`src/rtl/mdio_bridge_pkg.sv`:
```
package mdio_bridge_pkg;
  localparam int PRE_W    = 32;
  localparam int ADDR_W   = 5;
  localparam int DATA_W   = 16;
  localparam int FRAME_W  = PRE_W + 2 + 2 + ADDR_W + ADDR_W + 2 + DATA_W;
  localparam int TA_IDX   = PRE_W + 4 + 2 * ADDR_W;
  localparam int DATA_IDX = TA_IDX + 2;
  localparam int IDX_W    = $clog2(FRAME_W);

  localparam logic [1:0] START_SEQ = 2'b01;
  localparam logic [1:0] OP_WRITE  = 2'b01;
  localparam logic [1:0] OP_READ   = 2'b10;

  function automatic logic [FRAME_W-1:0] build_frame(
    input logic              rd,
    input logic [ADDR_W-1:0] phy,
    input logic [ADDR_W-1:0] reg_a,
    input logic [DATA_W-1:0] dat);
    build_frame = {{PRE_W{1'b1}}, START_SEQ, (rd ? OP_READ : OP_WRITE),
                   phy, reg_a, (rd ? 2'b11 : 2'b10),
                   (rd ? {DATA_W{1'b1}} : dat)};
  endfunction
endpackage

```
`src/rtl/mdio_clk_div.sv`:
```
module mdio_clk_div #(
  parameter int DIV_HALF = 4
) (
  input  logic clk,
  input  logic rst,
  input  logic run,
  output logic mdc,
  output logic rise_tick,
  output logic fall_tick
);
  localparam int CW = (DIV_HALF > 1) ? $clog2(DIV_HALF) : 1;
  localparam logic [CW-1:0] TERM = CW'(DIV_HALF - 1);

  logic [CW-1:0] cnt;
  logic          tick;

  assign tick      = run && (cnt == TERM);
  assign rise_tick = tick && !mdc;
  assign fall_tick = tick && mdc;

  always_ff @(posedge clk) begin
    if (rst || !run) begin
      cnt <= '0;
      mdc <= 1'b0;
    end else if (tick) begin
      cnt <= '0;
      mdc <= ~mdc;
    end else begin
      cnt <= cnt + 1'b1;
    end
  end

  a_r6_ticks_exclusive: assert property (@(posedge clk) disable iff (rst)
    !(rise_tick && fall_tick));
endmodule

```
`src/rtl/mdio_frame_engine.sv`:
```
module mdio_frame_engine
  import mdio_bridge_pkg::*;
#(
  parameter logic [ADDR_W-1:0] PHY_ADDR = 5'd1
) (
  input  logic              clk,
  input  logic              rst,
  input  logic              start,
  input  logic              start_rd,
  input  logic [ADDR_W-1:0] reg_addr,
  input  logic [DATA_W-1:0] wr_data,
  input  logic              rise_tick,
  input  logic              fall_tick,
  input  logic              mdio_i,
  output logic              busy,
  output logic              done,
  output logic [DATA_W-1:0] rd_data,
  output logic              mdio_o,
  output logic              mdio_oe
);
  localparam logic [IDX_W-1:0] LAST_IDX    = IDX_W'(FRAME_W - 1);
  localparam logic [IDX_W-1:0] RELEASE_IDX = IDX_W'(TA_IDX - 1);
  localparam logic [IDX_W-1:0] FIRST_DATA  = IDX_W'(DATA_IDX);

  logic [FRAME_W-1:0] frame;
  logic [IDX_W-1:0]   bit_idx;
  logic               is_rd;
  logic [DATA_W-1:0]  capture;

  assign done    = busy && fall_tick && (bit_idx == LAST_IDX);
  assign rd_data = capture;
  assign mdio_o  = frame[FRAME_W-1];

  always_ff @(posedge clk) begin
    if (rst) begin
      frame   <= '1;
      bit_idx <= '0;
      is_rd   <= 1'b0;
      busy    <= 1'b0;
      mdio_oe <= 1'b0;
      capture <= '0;
    end else if (start && !busy) begin
      frame   <= build_frame(start_rd, PHY_ADDR, reg_addr, wr_data);
      bit_idx <= '0;
      is_rd   <= start_rd;
      busy    <= 1'b1;
      mdio_oe <= 1'b1;
    end else if (busy) begin
      if (rise_tick && is_rd && (bit_idx >= FIRST_DATA))
        capture <= {capture[DATA_W-2:0], mdio_i};
      if (fall_tick) begin
        if (bit_idx == LAST_IDX) begin
          busy    <= 1'b0;
          mdio_oe <= 1'b0;
        end else begin
          bit_idx <= bit_idx + 1'b1;
          frame   <= {frame[FRAME_W-2:0], 1'b1};
          if (is_rd && (bit_idx == RELEASE_IDX))
            mdio_oe <= 1'b0;
        end
      end
    end
  end

  a_r4_read_released: assert property (@(posedge clk) disable iff (rst)
    (busy && is_rd && (bit_idx > RELEASE_IDX)) |-> !mdio_oe);
  a_r2_write_driven: assert property (@(posedge clk) disable iff (rst)
    (busy && !is_rd) |-> mdio_oe);
endmodule

```
`src/rtl/mdio_access_bridge.sv`:
```
module mdio_access_bridge
  import mdio_bridge_pkg::*;
#(
  parameter int                DIV_HALF = 4,
  parameter logic [ADDR_W-1:0] PHY_ADDR = 5'd1
) (
  input  logic        clk,
  input  logic        rst,
  input  logic        reg_wr,
  input  logic [31:0] reg_wdata,
  output logic [31:0] reg_rdata,
  output logic        mdc,
  output logic        mdio_o,
  output logic        mdio_oe,
  input  logic        mdio_i
);
  localparam int FLAG_BIT = 31;
  localparam int ADDR_LO  = 16;
  localparam int PAD_W    = FLAG_BIT - ADDR_LO - ADDR_W;

  logic              busy, done, rise_tick, fall_tick, accept;
  logic [DATA_W-1:0] rd_data;
  logic [31:0]       acc;

  assign accept    = reg_wr && !busy;
  assign reg_rdata = acc;

  mdio_clk_div #(.DIV_HALF(DIV_HALF)) u_div (
    .clk(clk), .rst(rst), .run(busy),
    .mdc(mdc), .rise_tick(rise_tick), .fall_tick(fall_tick)
  );

  mdio_frame_engine #(.PHY_ADDR(PHY_ADDR)) u_eng (
    .clk(clk), .rst(rst), .start(accept),
    .start_rd(!reg_wdata[FLAG_BIT]),
    .reg_addr(reg_wdata[ADDR_LO +: ADDR_W]),
    .wr_data(reg_wdata[DATA_W-1:0]),
    .rise_tick(rise_tick), .fall_tick(fall_tick), .mdio_i(mdio_i),
    .busy(busy), .done(done), .rd_data(rd_data),
    .mdio_o(mdio_o), .mdio_oe(mdio_oe)
  );

  always_ff @(posedge clk) begin
    if (rst) begin
      acc <= '0;
    end else if (accept) begin
      acc <= {reg_wdata[FLAG_BIT], {PAD_W{1'b0}},
              reg_wdata[ADDR_LO +: ADDR_W], reg_wdata[DATA_W-1:0]};
    end else if (done) begin
      if (acc[FLAG_BIT]) begin
        acc[FLAG_BIT] <= 1'b0;
      end else begin
        acc[FLAG_BIT]    <= 1'b1;
        acc[DATA_W-1:0]  <= rd_data;
      end
    end
  end

  a_r7_ignore_busy_write: assert property (@(posedge clk) disable iff (rst)
    (busy && reg_wr && !done) |=> (acc == $past(acc)));
  a_r3_write_flag_clears: assert property (@(posedge clk) disable iff (rst)
    (done && acc[FLAG_BIT]) |=> !acc[FLAG_BIT]);
  a_r5_read_flag_sets: assert property (@(posedge clk) disable iff (rst)
    (done && !acc[FLAG_BIT]) |=> acc[FLAG_BIT]);
  a_r6_mdc_idle_low: assert property (@(posedge clk) disable iff (rst)
    !busy |-> !mdc);
  a_r6_data_moves_on_fall: assert property (@(posedge clk) disable iff (rst)
    (busy && $past(busy) && !$stable(mdio_o)) |-> $fell(mdc));
  a_r9_idle_released: assert property (@(posedge clk) disable iff (rst)
    !busy |-> !mdio_oe);
  a_r8_pad_zero: assert property (@(posedge clk) disable iff (rst)
    acc[FLAG_BIT-1 -: PAD_W] == '0);
endmodule

```
`config.mk`:
```
export PLATFORM = sky130hd
export DESIGN_NAME = mdio_access_bridge
export DESIGN_NICKNAME = d
export VERILOG_FILES = /design/src/rtl/mdio_bridge_pkg.sv /design/src/rtl/mdio_clk_div.sv /design/src/rtl/mdio_frame_engine.sv /design/src/rtl/mdio_access_bridge.sv
export SDC_FILE = /design/constraint.sdc
export NUM_CORES = 1
export LEC_CHECK = 0
export CORE_MARGIN = 1.5
export CORE_UTILIZATION = 58
export DETAILED_ROUTE_END_ITERATION = 8
export PLACE_DENSITY = 0.92
export REMOVE_ABC_BUFFERS = 1
export SLEW_MARGIN = 20
export SYNTH_ARGS = -nofsm -noshare
export SYNTH_HDL_FRONTEND = slang
export SYNTH_HIERARCHICAL = 1
export SYNTH_SLANG_ARGS = --single-unit
```
`constraint.sdc`:
```
create_clock -name clk -period 3.6 [get_ports clk]
set_input_delay 0.72 -clock clk [delete_from_list [all_inputs] [get_ports clk]]
set_output_delay 0.72 -clock clk [all_outputs]
set_load 0.005 [all_outputs]
```
==> flow_summary.yaml, run 1 <==
status:
  status: "finished clean"
setup_path:
  path_class: "reg2reg"
  start_kind: "flop"
  crit-reg2reg-capture: "reg_rdata[5]"
  timing.rr.start: "u_div/cnt[0]"
  cp-end-kind: "flop"
  crit_arrival_ns: 2.96
  worstPathRequired_ns: 3.94
  ff2ff_path_depth: 7
  setup.worst_path.start: "u_div/cnt[0]"
  critPathMaxFanout: 16
  rrSetupSlack_ns: 0.98
  cp-endpoint: "reg_rdata[5]"
synth:
  synth.area.top_cells: "dfxtp_1 48%, nand2_1 13%, nand3_1 7.4%"
  synth_ff_type: "dfxtp_1"
  yosys_warnings: 6
  yosys_register_bits: 114
  synthCells: 579
  synth_top_area_share_pct: 48.43
  async_flop_share_pct: 0
  synth_enable_flop_cells: 0
  syn-cell-area_sq_mm: 0.004712
  ys_seq_area_share_pct: 48.43
  synth_cell_type_count: 45
  synth.top_cells.by_count: "167 x nand2_1, 114 x dfxtp_1, 70 x nand3_1"
  avgSynthCellArea_sq_um: 8.138
  synth.most_common_cell: "nand2_1"
  synth_area_leader_cell: "dfxtp_1"
placement:
  dp_cells: 692
  place_congestion: 0.7387
  io_buffers: 50
  place_ws_ns: 0.7491
  hpwl_mm: 6.386
  placed_area_sq_mm: 0.005125
finish:
  fillers: 529
  fin_cells: 724
  layout-drive-gt1-share_pct: 9.003
  antennaDiodeCount: 0
  area_delta_synth_final_pct: 20.68
  final_cell_area_sq_mm: 0.005687
  final_nets: 648
floorplan:
  core_sq_mm: 0.007807
  die_w_um: 93.14
  ios: 71
  dieArea_sq_mm: 0.008674
  die_h_um: 93.14
  num_rows: 32
  start_util_pct: 60.35
clock_network:
  cts_resized: 0
  cts_root_buffer: "clkbuf_8"
  clock_path_buffers: 2
  cts-htree-levels: 4
  clock_latency_ns: 0.52
  numCtsBuffers: 17
  cts_setup_buffers: 0
  ctsHoldBuffers: 0
  cts_tree: "built"
  cts.clk_slew.worst_paths_ns: 0.05
  clock-sinks: 114
min_path:
  hp-class: "reg2reg"
  hold_path_depth: 1
grt:
  gr-total-overflow: 0
  grt_pass1_wl_mm: 18.76
  grt_max_degree: 65
  track_usage_pct: 27.58
  grt_antenna_before_repair: 0
  grt_pass1_vias: 4096
route:
  wl_per_cell_um: 16.12
  wl_mm: 11.67
  drc: 0
  ant_nets: 0
  vias: 4329
  first_iter_violations: 517
  via_per_inst: 5.979
  drt_pass1_iterations: 6
pwr:
  power_density_mw_per_mm2: 563.4
  leakagePower_nw: 2.258
  ir_worst_vdd_v: 0.0003817
sta:
  layout_min_cycle_time_ns: 2.619
  fin_ws_ns: 0.9810
  rsz0062_at_grt: "false"
  hold_ws_ns: 0.4322
  final.setup.tns_ns: 0
  drv_slew: 0
  finClkSkew_ns: 0.007717
  slew_headroom_pct: 41.24
  setup_viol: 0
  tightest_slew_ns: 0.8814
  finalHoldViolCount: 0
  finalCritPeriodShare_pct: 72.75
  max_freq_mhz: 381.8
flow_run:
  max_cap_viol_count: 0
-- stage by stage --
stage,power [mW],util [%]
floorplan,1.498,-
global placement,1.613,65.64
detailed placement,1.625,65.64
CTS,3.206,72.84
global route,3.299,72.84
finish,3.204,72.84
-- where the power goes --
group	switching, mW	total [mW]	internal, mW
clock	0.572	1.59	1.01
sequential	0.0319	1.35	1.31
combinational	0.152	0.273	0.121
-- flip-flops by register name (all words and copies together), names as in the netlist --
register and flops:
u_eng/mdio_oe 1, u_eng/is_rd 1, reg_rdata 22, u_eng/frame 64
u_eng/busy 1, u_eng/rd_data 16, u_div/cnt 2, u_eng/bit_idx 6
u_div/mdc 1
-- cells by family after synthesis --
group	after synthesis	share of synthesized area, %
flops	114	48.43
fa+ha+maj	3	0.7967
simple gates	319	29.61
other cells	1	0.07958
xor+xnor	4	0.7436
compound gates	74	13.04
buf+inv	64	7.302
-- layout by cell type (no fill, tap or decap), types with 6 or more instances in the layout --
master	count
nor2_1	23
clkdlybuf4s50_1	49
a21oi_1	29
dfxtp_1	114
nor3_1	38
a311oi_1	6
clkbuf_16	16
o311ai_1	10
a311oi_2	9
buf_4	10
conb_1	10
nand3_1	70
nand2_1	167
-- worst max-delay path: stages (launching register included) --
cell	delay (ns)
dfxtp_1	0.33
ha_1	0.25
and3_1	0.20
nand2_1	0.13
nor3_1	0.39
nor2b_4	0.23
or2_1	0.69
a311oi_1	0.21
-- worst min-delay path by stage --
stage	from	end	slack, ns
after floorplan	u_div/cnt[0]	u_div/cnt[0]	0.40
after global placement	u_div/cnt[0]	u_div/cnt[0]	0.41
after detailed placement	u_div/cnt[0]	u_div/cnt[0]	0.43
after CTS	u_div/cnt[0]	u_div/cnt[0]	0.43
after global routing	u_div/cnt[0]	u_div/cnt[0]	0.44
final	u_div/cnt[0]	u_div/cnt[0]	0.43
-- final cells by class --
class,count,area [sq um],area share (%)
Clock buffer,22,452.9,7.965
Clock inverter,10,108.9,1.914
Inverter,6,22.52,0.3960
Multi-Input combinational cell,410,2122,37.32
Sequential cell,114,2282,40.13
Tap cell,102,127.6,2.244
Timing Repair Buffer,60,570.5,10.03
-- routing by layer --
layer,part of all wire (%),GRT usage (%),wire (um)
met1,39,31.49,4525
met2,50,46.84,5859
met3,8.1,8.049,947
met4,2.9,13.76,338
met5,0,0,0
Note: power is estimated with default switching activity, not from simulation.
==> run 2: changes to the inputs <==
--- a/config.mk
+++ b/config.mk
@@ -6,9 +6,9 @@
 export NUM_CORES = 1
 export LEC_CHECK = 0
 export CORE_MARGIN = 1.5
-export CORE_UTILIZATION = 58
+export CORE_UTILIZATION = 54
 export DETAILED_ROUTE_END_ITERATION = 8
-export PLACE_DENSITY = 0.92
+export PLACE_DENSITY = 0.87
 export REMOVE_ABC_BUFFERS = 1
 export SLEW_MARGIN = 20
 export SYNTH_ARGS = -nofsm -noshare
==> constraint.sdc (replaced) <==
create_clock -name clk -period 2.7 [get_ports clk]
set_input_delay 0.54 -clock clk [delete_from_list [all_inputs] [get_ports clk]]
set_output_delay 0.54 -clock clk [all_outputs]
set_load 0.005 [all_outputs]
==> run 2 against run 1 <==
Setup slack got worse by 0.57 ns; non-clock buffer count is 3 higher; cell count grew 0.83%; critical path depth is 1 higher; first-iteration DRC count is 28% lower; sequential share of layout area down 1.0 points; via count shrank 2.3%.
==> flow_summary.yaml, run 2 (synthesized netlist as in run 1, its figures left out) <==
setup_path:
  start_kind: "flop"
  crit-reg2reg-capture: "reg_rdata[7]"
  critPathMaxFanout: 16
  crit_arrival_ns: 2.66
  cp-end-kind: "flop"
  rrSetupSlack_ns: 0.41
  path_class: "reg2reg"
  cpMaxStageDelayCell: "nor3_1"
  ff2ff_path_depth: 8
  timing.rr.start: "u_div/cnt[0]"
  worstPathRequired_ns: 3.08
  slowest_delay_ns: 0.39
  crit_chain: "ha_1 > and3_1 > nand2_1 > nor3_1 > nor2b_4 > or2_1 > buf_4 > a311oi_1"
sta:
  fin_ws_ns: 0.4127
  slew_headroom_pct: 48.42
  setup_viol: 0
  drv_slew: 0
  finalHoldViolCount: 0
  finalCritPeriodShare_pct: 84.72
  layout_min_cycle_time_ns: 2.287
  max_freq_mhz: 437.2
  rsz0062_at_grt: "false"
  finClkSkew_ns: 0.007641
  tightest_slew_ns: 0.7714
finish:
  antennaDiodeCount: 0
  layout_commonest_cell: "nand2_1"
  area_delta_synth_final_pct: 23.92
  final_cell_area_sq_mm: 0.005839
  fin_cells: 730
  mostFrequentLayoutCells: "167 x nand2_1, 114 x dfxtp_1, 70 x nand3_1"
  final_nets: 651
  layout-drive-gt1-share_pct: 9.760
  largest_reg_flops: 64
  fillers: 592
  largest-register: "u_eng/frame"
floorplan:
  die_h_um: 96.41
  ios: 71
  die_w_um: 96.41
  num_rows: 33
  core_sq_mm: 0.008341
  dieArea_sq_mm: 0.009295
  start_util_pct: 56.50
min_path:
  hold_path_depth: 1
  hold_path_end: "u_div/cnt[0]"
  hp-class: "reg2reg"
  hold_path.startpoint: "u_div/cnt[0]"
grt:
  gr-total-overflow: 0
  grt_max_degree: 54
  grt_pass1_wl_mm: 18.52
  track_usage_pct: 25.88
  grt_antenna_before_repair: 0
  grt_pass1_vias: 4032
flow_run:
  max_cap_viol_count: 0
pwr:
  ir_worst_vdd_v: 0.0005586
  p_total_mw: 4.542
  power_density_mw_per_mm2: 777.8
  leakagePower_nw: 2.319
placement:
  place_congestion: 0.8423
  placed_area_sq_mm: 0.005181
  dp_cells: 697
  hpwl_mm: 6.476
  place_ws_ns: 0.2824
  io_buffers: 50
clock_network:
  cts_root_buffer: "clkbuf_8"
  cts-htree-levels: 4
  cts.clk_slew.worst_paths_ns: 0.06
  cts_setup_buffers: 0
  ctsHoldBuffers: 0
  numCtsBuffers: 17
  clock-sinks: 114
  clock_path_buffers: 2
  cts_resized: 0
  clock_latency_ns: 0.51
  cts_tree: "built"
route:
  drt_pass1_iterations: 6
  wl_mm: 11.25
  first_iter_violations: 372
  ant_nets: 0
  via_per_inst: 5.792
  wl_per_cell_um: 15.41
  drc: 0
  vias: 4228
status:
  status: "finished clean"
run 2: cell types whose count changed in the layout (fill, tap and decap cells not counted), sizes merged:
cell and change:
clkinvlp +2, clkinv -1, buf +3, clkbuf -4
bufinv +3
run 2: worst max-delay path by stage:
| stage | slack [ns] | endpoint | from |
|---|---|---|---|
| finish | 0.41 | reg_rdata[7] | u_div/cnt[0] |
| global route | 0.28 | reg_rdata[7] | u_div/cnt[0] |
| CTS | 0.21 | u_eng/frame[54] | u_eng/bit_idx[0] |
| detailed placement | 0.28 | u_eng/frame[59] | u_eng/bit_idx[0] |
| global placement | 0.35 | u_eng/frame[59] | u_eng/bit_idx[0] |
| floorplan | -0.72 | u_eng/bit_idx[2] | reg_wr |
run 2: worst max-delay path: cells and delay by family, from the launching register on:
family | cells | cell delay, ns
adders and majority gates | 1 | 0.25
AOI/OAI and AO/OA | 1 | 0.15
buffers and inverters | 1 | 0.27
and+or+nand+nor | 5 | 1.15
DFF | 1 | 0.33
run 2: layout make-up:
type / instances / area, sq um / area share [%]
Inverter: 6 / 22.52 / 0.3857
Timing Repair Buffer: 63 / 650.6 / 11.14
Sequential cell: 114 / 2282 / 39.08
Clock buffer: 18 / 417.9 / 7.157
Tap cell: 105 / 131.4 / 2.250
Clock inverter: 14 / 212.7 / 3.643
Multi-Input combinational cell: 410 / 2122 / 36.34
run 2: through the flow:
step / hold WS, ns / utilization [%] / TNS [ns]
2_1_floorplan: 0.4043 / - / -25.31
3_3_place_gp: 0.4126 / 62.12 / 0
3_5_place_dp: 0.4203 / 62.12 / 0
4_1_cts: 0.4296 / 69.68 / 0
5_1_grt: 0.4359 / 70.01 / 0
6_report: 0.4268 / 70.01 / 0
run 2: power by group:
group / switching, mW / total, mW / internal [mW]
logic: 0.196 / 0.368 / 0.171
clock network: 0.797 / 2.38 / 1.59
registers: 0.0397 / 1.79 / 1.75
total: 1.03 / 4.54 / 3.51
run 2: layer usage:
metal	up-vias	track usage, %	wire length [um]
met5	-	0	0
met4	0	12.32	181
met3	16	6.495	644
met2	163	43.90	5717
met1	2021	30.62	4706
li1	2028	-	-
